===== src/rtl/nsdds_pkg.sv =====
package nsdds_pkg;

  // Quarter-wave reduced sine, rounded to nearest, scaled to 'peak'.
  function automatic int nsdds_sine_code(int idx, int abits, int peak);
    int  n;
    int  qn;
    int  q;
    int  r;
    int  k;
    int  m;
    real th;
    real term;
    real s;
    n    = 1 << abits;
    qn   = n / 4;
    q    = (idx % n) / qn;
    r    = idx % qn;
    k    = ((q % 2) == 0) ? r : (qn - r);
    th   = 2.0 * 3.141592653589793 * k / n;
    term = th;
    s    = th;
    for (int j = 1; j < 14; j++) begin
      term = -term * th * th / ((2.0 * j) * (2.0 * j + 1.0));
      s    = s + term;
    end
    m = $rtoi(peak * s + 0.5);
    return (q >= 2) ? -m : m;
  endfunction

endpackage


===== src/rtl/nsdds_phase_acc.sv =====
module nsdds_phase_acc #(
  parameter int ACC_W = 16
) (
  input  logic             clk,
  input  logic             rst,
  input  logic             step,
  input  logic [ACC_W-1:0] incr,
  output logic [ACC_W-1:0] phase
);
  always_ff @(posedge clk) begin
    if (rst)       phase <= '0;
    else if (step) phase <= phase + incr;
  end
endmodule


===== src/rtl/nsdds_ns_mod.sv =====
module nsdds_ns_mod #(
  parameter int PH_W   = 12,
  parameter int ADDR_W = 8
) (
  input  logic              clk,
  input  logic              rst,
  input  logic              step,
  input  logic [PH_W-1:0]   phase_in,
  output logic [ADDR_W-1:0] addr
);
  localparam int DROP  = PH_W - ADDR_W;
  localparam int SW    = PH_W + DROP + 2;
  localparam int ORDER = 4;

  logic [DROP-1:0]        err [ORDER];
  logic signed [SW-1:0]   ex  [ORDER];
  logic signed [SW-1:0]   fb;
  logic signed [SW-1:0]   y;

  for (genvar k = 0; k < ORDER; k++) begin : g_ext
    assign ex[k] = signed'(SW'(err[k]));
  end

  // error filter 4, -6, 4, -1 on newest..oldest
  always_comb begin
    fb = (ex[0] <<< 2) - (ex[1] <<< 2) - (ex[1] <<< 1) + (ex[2] <<< 2) - ex[3];
    y  = signed'(SW'(phase_in)) + fb;
  end

  always_ff @(posedge clk) begin
    if (rst) begin
      addr <= '0;
      for (int k = 0; k < ORDER; k++) err[k] <= '0;
    end else if (step) begin
      addr   <= y[DROP +: ADDR_W];
      err[0] <= y[DROP-1:0];
      for (int k = 1; k < ORDER; k++) err[k] <= err[k-1];
    end
  end
endmodule


===== src/rtl/nsdds_sine_rom.sv =====
module nsdds_sine_rom #(
  parameter int ADDR_W = 8,
  parameter int AMP_W  = 12
) (
  input  logic                    clk,
  input  logic                    rst,
  input  logic                    load,
  input  logic [ADDR_W-1:0]       addr,
  output logic signed [AMP_W-1:0] amp
);
  localparam int DEPTH = 1 << ADDR_W;
  localparam int PEAK  = (1 << (AMP_W - 1)) - 1;

  typedef logic signed [AMP_W-1:0] tbl_t [DEPTH];

  function automatic tbl_t build_tbl();
    tbl_t t;
    for (int i = 0; i < DEPTH; i++)
      t[i] = AMP_W'(nsdds_pkg::nsdds_sine_code(i, ADDR_W, PEAK));
    return t;
  endfunction

  localparam tbl_t TBL = build_tbl();

  always_ff @(posedge clk) begin
    if (rst)       amp <= '0;
    else if (load) amp <= TBL[addr];
  end
endmodule


===== src/rtl/nsdds_core.sv =====
module nsdds_core #(
  parameter int ACC_W  = 16,
  parameter int PH_W   = 12,
  parameter int ADDR_W = 8,
  parameter int AMP_W  = 12
) (
  input  logic                    clk,
  input  logic                    rst,
  input  logic                    en,
  input  logic [ACC_W-1:0]        freq_word,
  output logic                    samp_valid,
  input  logic                    samp_ready,
  output logic signed [AMP_W-1:0] samp_data
);
  logic              adv;
  logic              step;
  logic              mod_vld;
  logic [ACC_W-1:0]  acc_q;
  logic [ADDR_W-1:0] addr_q;

  assign adv  = !samp_valid || samp_ready;
  assign step = adv && en;

  nsdds_phase_acc #(.ACC_W(ACC_W)) u_acc (
    .clk(clk), .rst(rst), .step(step), .incr(freq_word), .phase(acc_q)
  );

  nsdds_ns_mod #(.PH_W(PH_W), .ADDR_W(ADDR_W)) u_ns (
    .clk(clk), .rst(rst), .step(step),
    .phase_in(acc_q[ACC_W-1 -: PH_W]), .addr(addr_q)
  );

  nsdds_sine_rom #(.ADDR_W(ADDR_W), .AMP_W(AMP_W)) u_rom (
    .clk(clk), .rst(rst), .load(adv && mod_vld), .addr(addr_q), .amp(samp_data)
  );

  always_ff @(posedge clk) begin
    if (rst) begin
      mod_vld    <= 1'b0;
      samp_valid <= 1'b0;
    end else if (adv) begin
      mod_vld    <= en;
      samp_valid <= mod_vld;
    end
  end
endmodule


===== config.mk =====
export PLATFORM = sky130hd
export DESIGN_NAME = nsdds_core
export DESIGN_NICKNAME = d
export VERILOG_FILES = /design/src/rtl/nsdds_pkg.sv /design/src/rtl/nsdds_phase_acc.sv /design/src/rtl/nsdds_ns_mod.sv /design/src/rtl/nsdds_sine_rom.sv /design/src/rtl/nsdds_core.sv
export SDC_FILE = /design/constraint.sdc
export NUM_CORES = 1
export LEC_CHECK = 0
export BUFFER_PORTS_ARGS = -buffer_cell sky130_fd_sc_hd__buf_4
export CAP_MARGIN = 20
export CORE_MARGIN = 1
export CORE_UTILIZATION = 47
export DETAILED_ROUTE_END_ITERATION = 7
export GPL_TIMING_DRIVEN = 0
export PLACE_DENSITY_LB_ADDON = 0.1
export SKIP_CTS_REPAIR_TIMING = 1
export SLEW_MARGIN = 20
export SYNTH_ARGS = -nofsm -noshare
export SYNTH_HDL_FRONTEND = slang
export SYNTH_HIERARCHICAL = 1
export SYNTH_SLANG_ARGS = --single-unit

===== constraint.sdc =====
create_clock -name clk -period 4.3 [get_ports clk]
set_clock_uncertainty 0.2 [all_clocks]
set_input_delay 0.86 -clock clk [delete_from_list [all_inputs] [get_ports clk]]
set_output_delay 0.86 -clock clk [all_outputs]
set_load 0.05 [all_outputs]

==> metrics.txt, run 1 <==
# TYPE chip_impl_metric gauge
chip_impl_info{name="outcome",value="complete, but fails checks"} 1
chip_impl_info{name="failing_checks",value="DRC"} 1
chip_impl_metric{name="drt_pass1_iterations",unit=""} 8
chip_impl_metric{name="antenna_found_initial",unit=""} 0
chip_impl_metric{name="yosys_warns",unit=""} 6
chip_impl_info{name="timing.critical_path.from",value="u_ns/addr[1]$_SDFFE_PP0P_"} 1
chip_impl_metric{name="first_pass_grt_wire_length",unit="mm"} 50.25
chip_impl_metric{name="finalSetupViolCount",unit=""} 0
chip_impl_metric{name="htreeDepth",unit=""} 2
chip_impl_metric{name="via_count_of_the_first_global_routing_pass",unit=""} 7873
chip_impl_info{name="crit-reg2reg-launch",value="u_ns/addr[1]$_SDFFE_PP0P_"} 1
chip_impl_metric{name="powerDensity",unit="nW/µm²"} 717.1
chip_impl_metric{name="grt_max_degree",unit=""} 20
chip_impl_metric{name="io_pins",unit=""} 33
chip_impl_metric{name="cp.required",unit="ps"} 4270
chip_impl_info{name="dominantRegCellSynth",value="sky130_fd_sc_hd__dfxtp_1"} 1
chip_impl_metric{name="fp.dieArea",unit="µm²"} 15620
chip_impl_info{name="dominant_cell_by_count_in_the_synthesized_netlist",value="sky130_fd_sc_hd__nor2_1"} 1
chip_impl_metric{name="proportion_of_synthesized_chip_area_in_sequential_cells",unit="%"} 17.46
chip_impl_metric{name="final_period_minus_worst_setup_slack",unit="ps"} 4191
chip_impl_metric{name="ratio_of_cells_with_drive_above_1_in_the_final_layout",unit="%"} 12.68
chip_impl_metric{name="post_route_cell_area",unit="µm²"} 7746
chip_impl_metric{name="avgRoutedWirePerCell",unit="µm"} 29.15
chip_impl_metric{name="ant_nets",unit=""} 0
chip_impl_metric{name="number_of_synthesized_flops_with_an_enable_pin",unit=""} 16
chip_impl_metric{name="core",unit="µm²"} 14640
chip_impl_metric{name="arrival_time_worst_endpoint",unit="ps"} 4160
chip_impl_metric{name="start_util",unit="%"} 48.54
chip_impl_metric{name="synth_seq_cells",unit=""} 54
chip_impl_metric{name="hold_slack",unit="ps"} 263.4
chip_impl_metric{name="max_slew.worst_pin.slew",unit="ps"} 1134
chip_impl_info{name="timing.rr.end",value="u_rom/amp[1]$_SDFFE_PP0P_"} 1
chip_impl_metric{name="ir_worst_vdd",unit="µV"} 825.4
chip_impl_metric{name="drtIter0Drc",unit=""} 1225
chip_impl_metric{name="dieWidth",unit="µm"} 125.0
chip_impl_info{name="timing_worst_setup_path_type",value="register to register"} 1
chip_impl_metric{name="placedCellCount",unit=""} 1138
chip_impl_metric{name="timing_max_transition_violations_final",unit=""} 0
chip_impl_metric{name="multi_input_area",unit="µm²"} 5226
chip_impl_metric{name="share_of_the_cycle_needed_by_the_critical_path_after_routing",unit="%"} 97.48
chip_impl_metric{name="max_slew_margin",unit="%"} 24.12
chip_impl_metric{name="synth_top_area_share",unit="%"} 10.70
chip_impl_metric{name="post_route_drc_violation_count",unit=""} 42
chip_impl_metric{name="syn_avg_cell_area",unit="µm²"} 7.709
chip_impl_metric{name="max_freq",unit="MHz"} 238.6
chip_impl_metric{name="hold_viol_final",unit=""} 0
chip_impl_metric{name="cts-root-to-sink-buffers",unit=""} 2
chip_impl_info{name="hp-start",value="mod_vld$_SDFFE_PP0P_"} 1
chip_impl_metric{name="gr-total-overflow",unit=""} 0
chip_impl_info{name="worst_hold_endpoint",value="samp_valid$_SDFFE_PP0P_"} 1
chip_impl_metric{name="vias_per_cell",unit=""} 7.070
chip_impl_metric{name="crit_fanout",unit=""} 11
chip_impl_metric{name="clock_sinks",unit=""} 54
chip_impl_metric{name="finalWirelength",unit="mm"} 33.40
chip_impl_metric{name="worst-r2r-cell-count",unit=""} 11
chip_impl_metric{name="synth.cell_area",unit="µm²"} 7108
chip_impl_metric{name="io_buffer_count",unit=""} 32
chip_impl_metric{name="cts_clk_pin_slew_worst_paths",unit="ps"} 80
chip_impl_metric{name="fin_cells",unit=""} 1146
chip_impl_metric{name="synth_cell_type_count",unit=""} 91
chip_impl_metric{name="ys_async_sr_fraction",unit="%"} 0
chip_impl_info{name="min-delay-path-class",value="register to register"} 1
chip_impl_metric{name="final_nets",unit=""} 1048
chip_impl_metric{name="finalSetupTns",unit="ps"} 0
chip_impl_info{name="grt_setup_unrepaired",value="no"} 1
chip_impl_metric{name="critPathMaxStageDelay",unit="ps"} 880
chip_impl_metric{name="max_cap_violations",unit=""} 0
chip_impl_metric{name="hold_path_cell_cnt",unit=""} 2
chip_impl_metric{name="floorplan.rows",unit=""} 44
chip_impl_metric{name="synth_fp_nets",unit=""} 1009
chip_impl_metric{name="global_route.usage.total",unit="%"} 43.64
chip_impl_info{name="endpoint_kind",value="register"} 1
chip_impl_info{name="yosys.area.top_type",value="sky130_fd_sc_hd__dfxtp_1"} 1
chip_impl_metric{name="area_growth_syn_to_layout",unit="%"} 8.977
chip_impl_metric{name="placed_area",unit="µm²"} 7584
chip_impl_info{name="tritoncts",value="yes"} 1
chip_impl_info{name="critical-path-slowest-cell",value="sky130_fd_sc_hd__a221oi_1"} 1
chip_impl_metric{name="routed-via-count",unit=""} 8102
chip_impl_info{name="synthTopCellsByArea",value="sky130_fd_sc_hd__dfxtp_1, sky130_fd_sc_hd__ha_1, sky130_fd_sc_hd__edfxtp_1"} 1
chip_impl_metric{name="numCtsBuffers",unit=""} 5
chip_impl_metric{name="p_leak",unit="nW"} 3.116
chip_impl_info{name="cp-start-kind",value="register"} 1
chip_impl_metric{name="clk_latency",unit="ps"} 320
chip_impl_info{name="worstPathCellList",value="buf_2 > inv_1 > ha_1 > buf_2 > buf_2 > nand2b_1 > nand2_1 > o221ai_1 > o31ai_1 > a221oi_1 > o31ai_1"} 1
chip_impl_metric{name="globalplace.congestion",unit=""} 1.049
chip_impl_info{name="synth_common_cells",value="sky130_fd_sc_hd__nor2_1, sky130_fd_sc_hd__nand2_1, sky130_fd_sc_hd__a21oi_1"} 1
chip_impl_metric{name="n_fill_cell",unit=""} 1421
chip_impl_metric{name="ff2ff_setup_slack",unit="ps"} 110
chip_impl_metric{name="fp.dieH",unit="µm"} 125.0
chip_impl_metric{name="detailed_placer_s_ending_hpwl",unit="mm"} 24.00
chip_impl_info{name="clock-root-buffer",value="sky130_fd_sc_hd__clkbuf_16"} 1
chip_impl_metric{name="area.sequential",unit="µm²"} 1241
chip_impl_metric{name="diodes",unit=""} 0
chip_impl_info{name="path_common_cell",value="sky130_fd_sc_hd__buf_2"} 1
chip_impl_metric{name="postSynthCellCount",unit=""} 922
==> power breakdown <==
| part | switching (mW) | internal (mW) | leakage, nW |
|---|---|---|---|
| Sequential | 0.0888 | 0.618 | 0.489 |
| Combinational | 2.85 | 1.54 | 2.55 |
| Clock | 0.227 | 0.223 | 0.0759 |
==> logic make-up (layout without fill, tap and decap cells) <==
kind of cell | count (synthesis) | in the layout | share of synthesized area, %
DFF | 54 | 54 | 17.46
AOI/OAI and AO/OA | 314 | 314 | 31.28
muxes | 20 | 20 | 3.556
and+or+nand+nor | 314 | 314 | 22.74
xor gates and xnor gates | 19 | 19 | 2.341
adders and majority gates | 68 | 68 | 13.41
buffers and inverters | 133 | 173 | 9.206
==> worst max-delay path, delay by kind of cell (launching register included) <==
| family | cells | cell delay, ps |
|---|---|---|
| fa+ha+maj | 1 | 390 |
| compound gates | 4 | 1310 |
| buf+inv | 4 | 1360 |
| flops | 1 | 520 |
| simple gates | 2 | 280 |
==> sequential cells by signal, indices dropped and copies added (netlist names) <==
name / cells
mod_vld: 1
samp_valid: 1
u_acc/phase: 16
u_ns/addr: 8
u_ns/err: 16
u_rom/amp: 12
==> placed cells by master (no fill, tap or decap), drive strengths merged, types with 6 or more instances in the layout <==
cell,synthesis,layout
edfxtp,16,16
nand3,18,18
a211oi,19,19
fa,14,14
nor3,23,23
o221ai,6,6
nor2,78,78
nor2b,21,21
o31ai,10,10
dfxtp,38,38
a21o,12,12
inv,57,58
a221oi,6,6
o311ai,12,12
ha,53,53
a311oi,7,7
o21a,8,8
o21ai,55,55
o2111ai,6,6
and2,18,18
xor2,7,7
xnor2,12,12
o22ai,8,8
or2,8,8
nor3b,9,9
buf,49,81
nand2,70,70
a2111oi,9,9
nand2b,29,29
a31oi,14,14
clkbuf,27,32
o211ai,18,18
mux2i,14,14
a21oi,69,69
==> stage by stage <==
| step | setup WS (ps) | utilization, % | power (mW) |
|---|---|---|---|
| after global placement | 207.6 | 51.75 | 4.875 |
| after detailed placement | 167.4 | 51.79 | 4.830 |
| after global routing | 24.15 | 52.90 | 5.854 |
| after CTS | 150.2 | 52.84 | 5.305 |
| final | 108.5 | 52.90 | 5.555 |
| after floorplan | 451.1 | - | 3.604 |
==> per-layer routing <==
layer  part of all wire, %  track usage (%)
met5                     0                0
met4                   8.2            29.91
met3                    12            15.49
met2                    43            67.10
met1                    36            51.02
==> area by class of cell <==
class | instances | share of cell area [%]
Clock buffer | 5 | 1.615
Tap cell | 184 | 2.972
Inverter | 57 | 2.794
Multi-Input combinational cell | 735 | 67.47
Clock inverter | 3 | 0.3715
Sequential cell | 54 | 16.02
Buffer | 76 | 5.653
Timing Repair Buffer | 32 | 3.101
==> worst max-delay path by stage <==
stage	to	slack (ps)	cells past startpoint
finish	u_rom/amp[1]$_SDFFE_PP0P_	110	11
detailed placement	u_ns/addr[5]$_SDFFE_PP0P_	170	15
global route	u_ns/addr[5]$_SDFFE_PP0P_	20	15
floorplan	u_ns/addr[5]$_SDFFE_PP0P_	450	15
global placement	u_ns/addr[5]$_SDFFE_PP0P_	210	15
CTS	u_ns/addr[5]$_SDFFE_PP0P_	150	15
(Power assumes the default switching activity.)
==> run 2, diff against run 1 <==
--- a/config.mk
+++ b/config.mk
@@ -5,12 +5,15 @@
 export SDC_FILE = /design/constraint.sdc
 export NUM_CORES = 1
 export LEC_CHECK = 0
+export ABC_AREA = 1
 export BUFFER_PORTS_ARGS = -buffer_cell sky130_fd_sc_hd__buf_4
 export CAP_MARGIN = 20
+export CORE_ASPECT_RATIO = 0.9
 export CORE_MARGIN = 1
 export CORE_UTILIZATION = 47
 export DETAILED_ROUTE_END_ITERATION = 7
 export GPL_TIMING_DRIVEN = 0
+export HOLD_SLACK_MARGIN = 0.08
 export PLACE_DENSITY_LB_ADDON = 0.1
 export SKIP_CTS_REPAIR_TIMING = 1
 export SLEW_MARGIN = 20
==> metrics.txt, run 2 <==
# TYPE chip_impl_metric gauge
chip_impl_metric{name="gr-total-overflow",unit=""} 0
chip_impl_metric{name="synth_cell_type_count",unit=""} 44
chip_impl_metric{name="final_period_minus_worst_setup_slack",unit="ps"} 3803
chip_impl_metric{name="avgRoutedWirePerCell",unit="µm"} 21.78
chip_impl_metric{name="fp.dieArea",unit="µm²"} 15340
chip_impl_metric{name="htreeDepth",unit=""} 2
chip_impl_metric{name="hold_viol_final",unit=""} 0
chip_impl_metric{name="core",unit="µm²"} 14260
chip_impl_metric{name="grt_max_degree",unit=""} 20
chip_impl_metric{name="global_route.usage.total",unit="%"} 42.26
chip_impl_metric{name="p_leak",unit="nW"} 4.228
chip_impl_metric{name="hold_slack",unit="ps"} 254.8
chip_impl_metric{name="max_freq",unit="MHz"} 262.9
chip_impl_info{name="cp-start-kind",value="register"} 1
chip_impl_metric{name="cts_clk_pin_slew_worst_paths",unit="ps"} 80
chip_impl_info{name="layout.cells.most_common_list",value="sky130_fd_sc_hd__nand2_1, sky130_fd_sc_hd__inv_1, sky130_fd_sc_hd__nand3_1"} 1
chip_impl_metric{name="clk_latency",unit="ps"} 320
chip_impl_metric{name="groute.layer.met1.usage",unit="%"} 58.70
chip_impl_metric{name="numCtsBuffers",unit=""} 5
chip_impl_metric{name="multi_input_area",unit="µm²"} 4816
chip_impl_metric{name="crit_fanout",unit=""} 4
chip_impl_metric{name="floorplan.rows",unit=""} 41
chip_impl_metric{name="ratio_of_cells_with_drive_above_1_in_the_final_layout",unit="%"} 8.247
chip_impl_metric{name="number_of_synthesized_flops_with_an_enable_pin",unit=""} 16
chip_impl_info{name="reg.largest.list",value="u_acc/phase x16, u_ns/err x16, u_rom/amp x12"} 1
chip_impl_metric{name="finalSetupTns",unit="ps"} 0
chip_impl_metric{name="area.sequential",unit="µm²"} 1241
chip_impl_metric{name="ant_nets",unit=""} 0
chip_impl_metric{name="postSynthCellCount",unit=""} 1221
chip_impl_metric{name="finalSetupViolCount",unit=""} 0
chip_impl_metric{name="synth.cell_area",unit="µm²"} 6977
chip_impl_info{name="dominant_cell_by_count_in_the_synthesized_netlist",value="sky130_fd_sc_hd__nand2_1"} 1
chip_impl_metric{name="io_pins",unit=""} 33
chip_impl_metric{name="powerDensity",unit="nW/µm²"} 687.3
chip_impl_metric{name="n_fill_cell",unit=""} 1493
chip_impl_metric{name="detailed_placer_s_ending_hpwl",unit="mm"} 24.31
chip_impl_info{name="synth_common_cells",value="sky130_fd_sc_hd__nand2_1, sky130_fd_sc_hd__inv_1, sky130_fd_sc_hd__nand3_1"} 1
chip_impl_metric{name="vias_per_cell",unit=""} 5.905
chip_impl_metric{name="number_of_buffers_and_inverters_on_the_critical_path",unit=""} 4
chip_impl_metric{name="post_route_drc_violation_count",unit=""} 0
chip_impl_metric{name="proportion_of_synthesized_chip_area_in_sequential_cells",unit="%"} 17.79
chip_impl_metric{name="clock_sinks",unit=""} 54
chip_impl_metric{name="critPathMaxStageDelay",unit="ps"} 490
chip_impl_metric{name="synth_fp_nets",unit=""} 1308
chip_impl_info{name="path_delay_family",value="adder cells"} 1
chip_impl_info{name="global_route.peak_usage_layer",value="met1"} 1
chip_impl_info{name="dominantRegCellSynth",value="sky130_fd_sc_hd__dfxtp_1"} 1
chip_impl_metric{name="globalRouteMet3Util",unit="%"} 16.36
chip_impl_metric{name="ir_worst_vdd",unit="µV"} 352.0
chip_impl_metric{name="arrival_time_worst_endpoint",unit="ps"} 3810
chip_impl_metric{name="synth_top_area_share",unit="%"} 23.40
chip_impl_info{name="tritoncts",value="yes"} 1
chip_impl_metric{name="first_pass_grt_wire_length",unit="mm"} 47.07
chip_impl_info{name="worstPathCellList",value="inv_1 > ha_1 > inv_1 > fa_1 > inv_1 > fa_1 > inv_1 > fa_1 > ha_1 > fa_1 > nand3_1 > nand2_1 > a21oi_1 > nand3_1 > nand3_1 > nand2_1"} 1
chip_impl_metric{name="globalplace.congestion",unit=""} 1.120
chip_impl_metric{name="drtIter0Drc",unit=""} 1379
chip_impl_metric{name="drt_pass1_iterations",unit=""} 6
chip_impl_metric{name="cp.required",unit="ps"} 4310
chip_impl_metric{name="fin_cells",unit=""} 1454
chip_impl_info{name="clock-root-buffer",value="sky130_fd_sc_hd__clkbuf_16"} 1
chip_impl_metric{name="max_slew_margin",unit="%"} 38.96
chip_impl_metric{name="diodes",unit=""} 0
chip_impl_info{name="endpoint_kind",value="register"} 1
chip_impl_metric{name="fin_ws",unit="ps"} 496.6
chip_impl_info{name="synthTopCellsByArea",value="sky130_fd_sc_hd__nand2_1, sky130_fd_sc_hd__nand3_1, sky130_fd_sc_hd__dfxtp_1"} 1
chip_impl_info{name="grt_setup_unrepaired",value="no"} 1
chip_impl_metric{name="via_count_of_the_first_global_routing_pass",unit=""} 7865
chip_impl_info{name="commonest_non_fill_non_tap_cell_in_the_layout",value="sky130_fd_sc_hd__nand2_1"} 1
chip_impl_metric{name="yosys_warns",unit=""} 6
chip_impl_metric{name="antenna_found_initial",unit=""} 2
chip_impl_metric{name="io_buffer_count",unit=""} 32
chip_impl_metric{name="syn_avg_cell_area",unit="µm²"} 5.714
chip_impl_metric{name="max_cap_violations",unit=""} 0
chip_impl_metric{name="placedCellCount",unit=""} 1446
chip_impl_metric{name="finalWirelength",unit="mm"} 31.66
chip_impl_info{name="min-delay-path-class",value="register to register"} 1
chip_impl_metric{name="dieWidth",unit="µm"} 130.4
chip_impl_metric{name="area_growth_syn_to_layout",unit="%"} 9.110
chip_impl_metric{name="share_of_the_cycle_needed_by_the_critical_path_after_routing",unit="%"} 88.45
chip_impl_metric{name="final_nets",unit=""} 1347
chip_impl_metric{name="cts-root-to-sink-buffers",unit=""} 2
chip_impl_metric{name="pre_cts_ws",unit="ps"} 542.6
chip_impl_metric{name="start_util",unit="%"} 48.92
chip_impl_metric{name="max_slew.worst_pin.slew",unit="ps"} 912.2
chip_impl_info{name="outcome",value="finished, final reports clean"} 1
chip_impl_metric{name="timing_max_transition_violations_final",unit=""} 0
chip_impl_metric{name="ys_async_sr_fraction",unit="%"} 0
chip_impl_metric{name="fp.dieH",unit="µm"} 117.6
chip_impl_info{name="critical-path-slowest-cell",value="sky130_fd_sc_hd__fa_1"} 1
chip_impl_metric{name="routed-via-count",unit=""} 8586
chip_impl_metric{name="grt_use_met2",unit="%"} 55.35
chip_impl_info{name="timing_worst_setup_path_type",value="register to register"} 1
chip_impl_info{name="yosys.area.top_type",value="sky130_fd_sc_hd__nand2_1"} 1
chip_impl_metric{name="synth_seq_cells",unit=""} 54
==> run 2: changes by cell type in the layout (fill, tap and decap cells not counted), moves of 18 or more <==
cell                       change
sky130_fd_sc_hd__and2_1       -18
sky130_fd_sc_hd__clkbuf_1     -19
sky130_fd_sc_hd__inv_1       +109
sky130_fd_sc_hd__nand2_1     +365
sky130_fd_sc_hd__nand2b_1     -29
sky130_fd_sc_hd__nand3_1     +137
sky130_fd_sc_hd__nor2_1       +44
sky130_fd_sc_hd__nor2b_1      -21
sky130_fd_sc_hd__nor3_1       -18
sky130_fd_sc_hd__o21ai_0      -19
==> run 2: cell type report <==
class | instances | share of cell area (%)
Timing Repair Buffer | 32 | 3.156
Sequential cell | 54 | 16.31
Buffer | 46 | 3.517
Inverter | 173 | 8.563
Tap cell | 193 | 3.172
Clock inverter | 3 | 0.3780
Clock buffer | 5 | 1.644
Multi-Input combinational cell | 948 | 63.26
==> run 2: final timing paths <==
path                           startpoint                   endpoint  slack [ps]  cells after the start
max reg2reg  u_ns/err[0][0]$_SDFFCE_PN0P_  u_ns/addr[7]$_SDFFE_PP0P_         500                     16
min             u_ns/addr[5]$_SDFFE_PP0P_  u_ns/addr[5]$_SDFFE_PP0P_         250                      2
min reg2reg     u_ns/addr[5]$_SDFFE_PP0P_  u_ns/addr[5]$_SDFFE_PP0P_         250                      2
max          u_ns/err[0][0]$_SDFFCE_PN0P_  u_ns/addr[7]$_SDFFE_PP0P_         500                     16
==> run 2: worst register-to-register path, cell delays in order, from the launching register on <==
cell,delay [ps]
sky130_fd_sc_hd__edfxtp_1,390
sky130_fd_sc_hd__inv_1,100
sky130_fd_sc_hd__ha_1,140
sky130_fd_sc_hd__inv_1,60
sky130_fd_sc_hd__fa_1,490
sky130_fd_sc_hd__inv_1,50
sky130_fd_sc_hd__fa_1,490
sky130_fd_sc_hd__inv_1,60
sky130_fd_sc_hd__fa_1,460
sky130_fd_sc_hd__ha_1,250
sky130_fd_sc_hd__fa_1,420
sky130_fd_sc_hd__nand3_1,110
sky130_fd_sc_hd__nand2_1,120
sky130_fd_sc_hd__a21oi_1,150
sky130_fd_sc_hd__nand3_1,90
sky130_fd_sc_hd__nand3_1,80
sky130_fd_sc_hd__nand2_1,50
==> run 2: kinds of logic (layout without fill, tap and decap cells) <==
family,count (synthesis),count (layout),share of synthesized area [%]
xor+xnor,7,7,0.8788
flops,54,54,17.79
buf+inv,219,259,13.18
fa+ha+maj,67,67,13.52
simple gates,752,752,45.10
compound gates,122,122,9.523
==> run 2: metal layers <==
layer	share of wire, %	up-vias
met5	0.041	-
met4	5.8	2
met3	15	155
met2	38	661
met1	41	3829
li1	-	3939
==> run 2: power breakdown <==
part | switching, mW | total [mW] | internal (mW)
Clock | 0.240 | 0.465 | 0.225
Combinational | 2.87 | 4.08 | 1.21
Sequential | 0.0780 | 0.683 | 0.605
Total | 3.19 | 5.23 | 2.04
==> run 2: stage by stage <==
stage,util (%),power (mW),instance area (µm²)
floorplan,-,3.330,6977
global placement,52.30,4.534,7458
detailed placement,52.30,4.526,7458
CTS,53.38,5.008,7612
global route,53.38,5.544,7612
finish,53.38,5.232,7612
